File: config.mk
export PLATFORM = sky130hd
export DESIGN_NAME = dbg_cmd_engine
export DESIGN_NICKNAME = d
export VERILOG_FILES = /design/src/rtl/dce_pkg.sv /design/src/rtl/dce_sat_cnt.sv /design/src/rtl/dce_idle_timer.sv /design/src/rtl/dce_tx_frame.sv /design/src/rtl/dbg_cmd_engine.sv
export SDC_FILE = /design/constraint.sdc
export NUM_CORES = 1
export LEC_CHECK = 0
export ABC_AREA = 1
export BUFFER_PORTS_ARGS = -buffer_cell sky130_fd_sc_hd__buf_4
export CAP_MARGIN = 20
export CORE_MARGIN = 1.5
export CORE_UTILIZATION = 35
export CTS_CLUSTER_SIZE = 25
export DETAILED_ROUTE_END_ITERATION = 10
export GPL_TIMING_DRIVEN = 0
export PLACE_DENSITY_LB_ADDON = 0.05
export SLEW_MARGIN = 30
export SYNTH_ARGS = -nofsm -noshare
export SYNTH_HDL_FRONTEND = slang
export SYNTH_HIERARCHICAL = 1
export SYNTH_SLANG_ARGS = --single-unit
File: constraint.sdc
create_clock -name clk -period 7.7 [get_ports clk]
set_clock_uncertainty 0.15 [all_clocks]
set_input_delay 1.155 -clock clk [delete_from_list [all_inputs] [get_ports clk]]
set_output_delay 1.155 -clock clk [all_outputs]
set_load 0.01 [all_outputs]
File: src/rtl/dce_pkg.sv
`timescale 1ns/1ps
package dce_pkg;
  localparam logic [7:0] OP_CTRL  = 8'h01;
  localparam logic [7:0] OP_STAT  = 8'h03;
  localparam logic [7:0] OP_USER  = 8'h05;
  localparam logic [7:0] OP_ERR   = 8'h07;
  localparam logic [7:0] OP_STATS = 8'h09;
  localparam logic [7:0] RC_FAULT = 8'h08;
  localparam logic [7:0] CAUSE_UNKNOWN = 8'h01;
  localparam logic [7:0] CAUSE_ACCESS  = 8'h02;
  localparam int RSP_MAX_BYTES = 6;
  localparam int NUM_CNT = 6;
  // counter slots
  localparam int CI_UNK  = 0;
  localparam int CI_VIOL = 1;
  localparam int CI_TMO  = 2;
  localparam int CI_RXB  = 3;
  localparam int CI_TXB  = 4;
  localparam int CI_FRM  = 5;

  typedef enum logic [2:0] {
    P_OP, P_REG, P_DATA, P_LEN, P_PAY, P_EXEC, P_SEND
  } pstate_t;

  function automatic logic [7:0] resp_code(input logic [7:0] op);
    return op + 8'd1;
  endfunction

  function automatic logic is_reg_op(input logic [7:0] op);
    return (op == OP_CTRL) || (op == OP_STAT) || (op == OP_ERR) || (op == OP_STATS);
  endfunction

  function automatic logic access_ok(input logic [7:0] op, input logic wr);
    return wr ? (op == OP_CTRL) : (op != OP_CTRL);
  endfunction
endpackage

File: src/rtl/dce_sat_cnt.sv
`timescale 1ns/1ps
module dce_sat_cnt #(
  parameter int W = 16
) (
  input  logic         clk,
  input  logic         rst_n,
  input  logic         inc,
  output logic [W-1:0] val
);
  localparam logic [W-1:0] TOP = '1;

  always_ff @(posedge clk) begin
    if (!rst_n)                  val <= '0;
    else if (inc && val != TOP)  val <= val + 1'b1;
  end


  sat_hold_chk: assert property (@(posedge clk) disable iff (!rst_n)
    (val == TOP) |=> (val == TOP));

  sat_step_chk: assert property (@(posedge clk) disable iff (!rst_n)
    !inc |=> $stable(val));
endmodule

File: src/rtl/dce_idle_timer.sv
`timescale 1ns/1ps
module dce_idle_timer #(
  parameter int W = 16
) (
  input  logic         clk,
  input  logic         rst_n,
  input  logic         active,
  input  logic         kick,
  input  logic [W-1:0] limit,
  output logic         expire
);
  localparam logic [W-1:0] ONE = {{(W-1){1'b0}}, 1'b1};
  logic [W-1:0] idle_q;
  logic         enabled;

  assign enabled = (limit != '0);
  assign expire  = active && !kick && enabled && (idle_q == limit - ONE);

  always_ff @(posedge clk) begin
    if (!rst_n)                        idle_q <= '0;
    else if (!active || kick || expire) idle_q <= '0;
    else                               idle_q <= idle_q + ONE;
  end


  idle_bound_chk: assert property (@(posedge clk) disable iff (!rst_n)
    (active && enabled) |-> (idle_q < limit));
endmodule

File: src/rtl/dce_tx_frame.sv
`timescale 1ns/1ps
module dce_tx_frame #(
  parameter int MAXB = 6,
  localparam int LW = $clog2(MAXB + 1)
) (
  input  logic              clk,
  input  logic              rst_n,
  input  logic              load,
  input  logic [8*MAXB-1:0] bytes,
  input  logic [LW-1:0]     len,
  input  logic              tx_ready,
  output logic              tx_valid,
  output logic [7:0]        tx_data,
  output logic              busy
);
  logic [8*MAXB-1:0] sh_q;
  logic [LW-1:0]     left_q;
  logic              ev_sent;

  assign tx_valid = (left_q != '0);
  assign tx_data  = sh_q[8*MAXB-1 -: 8];
  assign busy     = tx_valid;
  assign ev_sent  = tx_valid && tx_ready;

  always_ff @(posedge clk) begin
    if (!rst_n) begin
      sh_q   <= '0;
      left_q <= '0;
    end else if (load) begin
      sh_q   <= bytes;
      left_q <= len;
    end else if (ev_sent) begin
      sh_q   <= {sh_q[8*MAXB-9:0], 8'h00};
      left_q <= left_q - 1'b1;
    end
  end


  tx_hold_chk: assert property (@(posedge clk) disable iff (!rst_n)
    (tx_valid && !tx_ready) |=> (tx_valid && $stable(tx_data)));

  no_reload_chk: assert property (@(posedge clk) disable iff (!rst_n)
    load |-> !busy);
endmodule

File: src/rtl/dbg_cmd_engine.sv
`timescale 1ns/1ps
module dbg_cmd_engine
  import dce_pkg::*;
#(
  parameter int CNT_W = 16,
  parameter int TMO_W = 16
) (
  input  logic             clk,
  input  logic             rst_n,
  input  logic [TMO_W-1:0] idle_limit,
  input  logic             rx_valid,
  input  logic [7:0]       rx_data,
  output logic             tx_valid,
  input  logic             tx_ready,
  output logic [7:0]       tx_data,
  output logic             reg_wr,
  output logic             reg_rd,
  output logic [1:0]       reg_unit,
  output logic [6:0]       reg_num,
  output logic [31:0]      reg_wdata,
  input  logic [31:0]      reg_rdata,
  output logic             usr_valid,
  output logic [7:0]       usr_data
);
  localparam int FRW = 8 * RSP_MAX_BYTES;
  localparam int LW  = $clog2(RSP_MAX_BYTES + 1);

  pstate_t     st;
  logic [7:0]  op_q, reg_q, len_q, left_q;
  logic [31:0] wdat_q;
  logic [1:0]  dcnt_q;

  // named internal events
  logic ev_unknown, ev_viol, ev_timeout, ev_frame, ev_txb;
  logic is_wr, acc_ok, parsing, tx_busy;

  logic [FRW-1:0] fr_bytes;
  logic [LW-1:0]  fr_len;
  logic           fr_load;

  logic [NUM_CNT-1:0][CNT_W-1:0] cnt_val;
  logic [NUM_CNT-1:0]            cnt_inc;
  logic [2:0]                    cidx;
  logic [31:0]                   rd_val;

  assign is_wr   = reg_q[7];
  assign acc_ok  = access_ok(op_q, is_wr);
  assign parsing = (st == P_REG) || (st == P_DATA) || (st == P_LEN) || (st == P_PAY);

  assign ev_unknown = (st == P_OP) && rx_valid && !is_reg_op(rx_data) && (rx_data != OP_USER);
  assign ev_viol    = (st == P_EXEC) && !acc_ok;
  assign ev_txb     = tx_valid && tx_ready;
  assign ev_frame   = ev_unknown || (st == P_EXEC)
                   || ((st == P_LEN) && rx_valid && (rx_data == 8'h00))
                   || ((st == P_PAY) && rx_valid && (left_q == 8'd1));

  assign reg_wr    = (st == P_EXEC) && acc_ok && is_wr;
  assign reg_rd    = (st == P_EXEC) && acc_ok && !is_wr && (op_q == OP_STAT);
  assign reg_unit  = (op_q == OP_CTRL) ? 2'd0 : 2'd1;
  assign reg_num   = reg_q[6:0];
  assign reg_wdata = wdat_q;
  assign usr_valid = (st == P_PAY) && rx_valid;
  assign usr_data  = rx_data;

  // readback of the counters and the status bank
  always_comb begin
    cidx = {1'b0, reg_q[1:0]};
    if (op_q == OP_STATS) cidx = cidx + 3'd3;
    rd_val = '0;
    if (op_q == OP_STAT)
      rd_val = reg_rdata;
    else if (reg_q[6:0] < 7'd3)
      rd_val[CNT_W-1:0] = cnt_val[cidx];
  end

  // response builder
  always_comb begin
    fr_load  = 1'b0;
    fr_len   = '0;
    fr_bytes = '0;
    if (ev_unknown) begin
      fr_load  = 1'b1;
      fr_len   = LW'(2);
      fr_bytes = {RC_FAULT, CAUSE_UNKNOWN, 32'h0};
    end else if (st == P_EXEC) begin
      fr_load = 1'b1;
      if (!acc_ok) begin
        fr_len   = LW'(2);
        fr_bytes = {RC_FAULT, CAUSE_ACCESS, 32'h0};
      end else if (is_wr) begin
        fr_len   = LW'(2);
        fr_bytes = {resp_code(op_q), reg_q, 32'h0};
      end else begin
        fr_len   = LW'(6);
        fr_bytes = {resp_code(op_q), reg_q, rd_val};
      end
    end else if (((st == P_LEN) && rx_valid && (rx_data == 8'h00)) ||
                 ((st == P_PAY) && rx_valid && (left_q == 8'd1))) begin
      fr_load  = 1'b1;
      fr_len   = LW'(2);
      fr_bytes = {resp_code(OP_USER), (st == P_LEN) ? 8'h00 : len_q, 32'h0};
    end
  end

  // frame parser
  always_ff @(posedge clk) begin
    if (!rst_n) begin
      st     <= P_OP;
      op_q   <= '0;
      reg_q  <= '0;
      len_q  <= '0;
      left_q <= '0;
      wdat_q <= '0;
      dcnt_q <= '0;
    end else if (ev_timeout) begin
      st <= P_OP;
    end else begin
      unique case (st)
        P_OP: if (rx_valid) begin
          op_q <= rx_data;
          if (is_reg_op(rx_data))      st <= P_REG;
          else if (rx_data == OP_USER) st <= P_LEN;
          else                         st <= P_SEND;
        end
        P_REG: if (rx_valid) begin
          reg_q  <= rx_data;
          dcnt_q <= '0;
          st     <= rx_data[7] ? P_DATA : P_EXEC;
        end
        P_DATA: if (rx_valid) begin
          wdat_q <= {wdat_q[23:0], rx_data};
          dcnt_q <= dcnt_q + 2'd1;
          if (dcnt_q == 2'd3) st <= P_EXEC;
        end
        P_EXEC: st <= P_SEND;
        P_LEN: if (rx_valid) begin
          len_q  <= rx_data;
          left_q <= rx_data;
          st     <= (rx_data == 8'h00) ? P_SEND : P_PAY;
        end
        P_PAY: if (rx_valid) begin
          left_q <= left_q - 8'd1;
          if (left_q == 8'd1) st <= P_SEND;
        end
        P_SEND: if (!tx_busy) st <= P_OP;
        default: st <= P_OP;
      endcase
    end
  end

  dce_idle_timer #(.W(TMO_W)) u_timer (
    .clk(clk), .rst_n(rst_n), .active(parsing), .kick(rx_valid),
    .limit(idle_limit), .expire(ev_timeout)
  );

  dce_tx_frame #(.MAXB(RSP_MAX_BYTES)) u_tx (
    .clk(clk), .rst_n(rst_n), .load(fr_load), .bytes(fr_bytes), .len(fr_len),
    .tx_ready(tx_ready), .tx_valid(tx_valid), .tx_data(tx_data), .busy(tx_busy)
  );

  assign cnt_inc[CI_UNK]  = ev_unknown;
  assign cnt_inc[CI_VIOL] = ev_viol;
  assign cnt_inc[CI_TMO]  = ev_timeout;
  assign cnt_inc[CI_RXB]  = rx_valid;
  assign cnt_inc[CI_TXB]  = ev_txb;
  assign cnt_inc[CI_FRM]  = ev_frame;

  for (genvar gi = 0; gi < NUM_CNT; gi++) begin : g_cnt
    dce_sat_cnt #(.W(CNT_W)) u_cnt (
      .clk(clk), .rst_n(rst_n), .inc(cnt_inc[gi]), .val(cnt_val[gi])
    );
  end


  wr_unit_chk: assert property (@(posedge clk) disable iff (!rst_n)
    reg_wr |-> (reg_unit == 2'd0) && !tx_valid);

  strobe_excl_chk: assert property (@(posedge clk) disable iff (!rst_n)
    $onehot0({reg_wr, reg_rd, usr_valid}));

  tx_in_send_chk: assert property (@(posedge clk) disable iff (!rst_n)
    tx_valid |-> (st == P_SEND));

  tmo_idle_chk: assert property (@(posedge clk) disable iff (!rst_n)
    ev_timeout |=> (st == P_OP) && !tx_valid);

  rd_reply_chk: assert property (@(posedge clk) disable iff (!rst_n)
    reg_rd |=> tx_valid && (tx_data == 8'h04));
endmodule

==> summary.txt <==
Clocking
  • H-tree levels: 1
  • Num CTS Buffers: 28
  • Clk_lat worst skew: roughly 0.55 ns
  • Max clock buf depth: 3
  • Setup Fix Bufs, Post-CTS: 0
  • CTS sink cnt: roughly 230
  • Root buf cell: clkbuf_16
  • Clk slew on worst S/H paths: 0.06 ns
  • Cts hold-fix bufs: 0
  • CTS tree: done
  • Post_cts resized: 0

Power
  • Leak pwr: about 0.0076 uW
  • Max IR drop VDD: around 0.17 mV
  • Power Dens Cells: 236 nW/um^2

STA
  • Clock period minus worst slack: slightly above 4 ns
  • Final number of max-transition violations: 0
  • Highest clock rate: between 0.2 and 0.25 GHz
  • Worst Max-Slew Pin Slew: approximately 0.82 ns
  • Slew headroom: a little under half
  • Final hold slack: between 0.3 and 0.4 ns
  • Hold Fails Final Rpt: 0
  • Tcrit/Tclk final: 52.4%
  • Final setup viols: 0
  • RSZ-0062 raised after global routing: no
  • Setup_tns: 0 ns

Floorplan
  • Row cnt: 74
  • Chip height: 208 um
  • Core area: slightly above 40000 um^2
  • Starting Density: between 30% and 40%
  • Die width: 208 um
  • Die ar.: ~43000 um^2
  • # IOs: 121

Synth
  • EDFF count, synth: 0
  • Post-synthesis cell area: around 15000 um^2
  • Synth unique cells: between 40 and 50
  • Async SR Flop Fraction: 0%
  • Avg Inst Size Synth: 6.32 um^2
  • Ys Warns: 6
  • Syn Inst Count: ~2300
  • Sequential share of the synthesized area: 31.6%
  • Top FF cell, synth: dfxtp_1
  • Yosys reg bits: approximately 230

Layout
  • Multi-input gate area: ~8500 um^2
  • Share of cells above drive strength 1: 16.2%
  • Syn-to-layout area delta: 17.1%
  • Fillers: 4537
  • Register area: roughly 4600 um^2
  • Number of diodes: 0
  • Final net count: between 2000 and 3000

Place
  • Routability cong.: 0.843
  • PortBufs: 119
  • DP Wirelength: between 30000 and 40000 um

Outcome
  • Status: finished clean

Setup path
  • Worst path required time: roughly 6.4 ns
  • Crit end category: output port
  • CP Buf/Inv Count: 4
  • Worst-path fanout max: 8
  • Critical-path top delay cell: ha_1
  • Crit path largest cell delay: between 0.4 and 0.5 ns
  • CP top delay family: simple AND/OR/NAND/NOR gates
  • CP Data Arrival Time: about 2.7 ns
  • Crit-path cells: nor2_1 > nand2_2 > inv_1 > nand3_1 > ha_1 > nor2_4 > inv_2 > nor2_2 > inv_2 > nor2_4 > buf_4
  • Nature of the critical path startpoint: register
  • Setup Crit Path Kind: register to output port

Global routing
  • Total routing usage reported by global routing: 19.8%
  • Global-route wire length before repair: slightly above 70000 um
  • Largest net degree at the start of global routing: 20
  • Vias in the first global route: 13600
  • Antenna violations before repair: 0
  • Total global routing overflow: 0

Routing
  • Via count: around 15000
  • Routed Antenna Nets: 0
  • Final wirelength: approximately 43000 um
  • Vias per inst: between 4 and 5
  • First DRT Iteration DRCs: a little under 700
  • DRC Markers: 0
  • WL/cell: about 14 um
  • DRT Pass-1 Iters: 5

Flow run
  • Max cap viols: 0

Min path
  • HP Class: register to register
-- worst reg2reg max path: cells and delay by family, from the launching register on --
| kind | cells | cell delay [ns] |
|---|---|---|
| AND/OR/NAND/NOR | 14 | 1.69 |
| flip-flops | 1 | 0.40 |
| buffers and inverters | 9 | 1.66 |
-- per-stage QoR --
step                      area [um^2]  instances  total power (uW)  util [%]  setup slack, ns
after CTS                       17200       3028              4100      41.8             3.62
after global placement          16200       2976              2700      39.5             3.41
after floorplan                 14700       2325              2270         -             4.21
after detailed placement        16200       2976              2700      39.5             3.36
after global routing            17200       3028              4310      41.8             3.27
final                           17200       3028              4050      41.8             3.67
-- path summary, 6_finish.rpt --
kind	start	to	slack [ns]	cells past startpoint
worst max-delay path	op_q[5]	reg_rd	3.67	11
worst min-delay path	u_tx/sh_q[0]	u_tx/sh_q[0]	0.33	2
worst max register to register	st[0]	reg_wdata[19]	3.70	23
worst min register to register	u_tx/sh_q[0]	u_tx/sh_q[0]	0.33	2
-- placed cells by master, fill, tap and decap left out, types with 9 or more instances in the layout --
cell / count
buf_6: 9
nand4_1: 20
ha_1: 18
a21oi_1: 168
clkbuf_1: 37
clkbuf_16: 29
nand3_1: 220
inv_1: 195
clkbuf_8: 9
buf_4: 151
nor3_1: 10
nand2_2: 29
nor2_2: 58
nor2_4: 34
buf_2: 25
o21ai_0: 87
nor2_1: 375
nand2_1: 672
xor2_1: 20
nand2_4: 16
dfxtp_1: 232
-- sequential cells by signal, summed over array words and instances (netlist names) --
signal,flops
g_cnt.u_cnt/val,96
u_tx/sh_q,48
reg_wdata,32
u_timer/idle_q,16
left_q,8
len_q,8
op_q,8
reg_q,8
st,3
u_tx/left_q,3
dcnt_q,2
-- synthesized netlist by cell type, types with 18 or more instances --
cell type / count / area share, %
dfxtp_1: 232 / 32
nand2_2: 29 / 1.2
o21ai_0: 87 / 3.0
nor2_1: 375 / 9.6
xor2_1: 20 / 1.2
ha_1: 18 / 1.5
inv_1: 195 / 5.0
nor2_2: 58 / 2.5
nor2_4: 34 / 2.6
nand4_1: 20 / 0.85
a21oi_1: 168 / 5.7
nand2_1: 672 / 17
buf_2: 25 / 0.85
clkbuf_1: 29 / 0.74
buf_4: 32 / 1.6
nand3_1: 220 / 7.5
-- final cells by class --
class	instances	share of cell area, %
timing repair buffer	119	5.20
buffer	107	4.47
sequential	232	27.0
tap	532	3.87
multi-input combinational	1781	49.5
inverter	205	4.48
clock inverter	11	0.786
clock buffer	41	4.72
-- report_power, final --
group          internal (uW)  switching (uW)
clock                    827             545
sequential              1320             112
combinational            440             806
total                   2590            1460
-- logic make-up (layout without fill, tap and decap cells) --
| kind of cell | Yosys count | count (layout) | share of synthesized area (%) |
|---|---|---|---|
| buf+inv | 312 | 483 | 10.5 |
| fa+ha+maj | 18 | 18 | 1.53 |
| other cells | 1 | 2 | 0.0255 |
| compound gates | 272 | 272 | 9.56 |
| simple gates | 1462 | 1462 | 45.2 |
| flops | 232 | 232 | 31.6 |
| xor+xnor | 27 | 27 | 1.61 |
-- per-layer routing --
metal / GRT usage, % / vias to the layer above / wire [um]
li1: - / 7639 / -
met1: 27.4 / 6580 / 20900
met5: 0 / - / 0
met2: 33.2 / 240 / 19800
met4: 3.95 / 0 / 796
met3: 2.33 / 43 / 1770
Power figures use the tool's default switching activity.
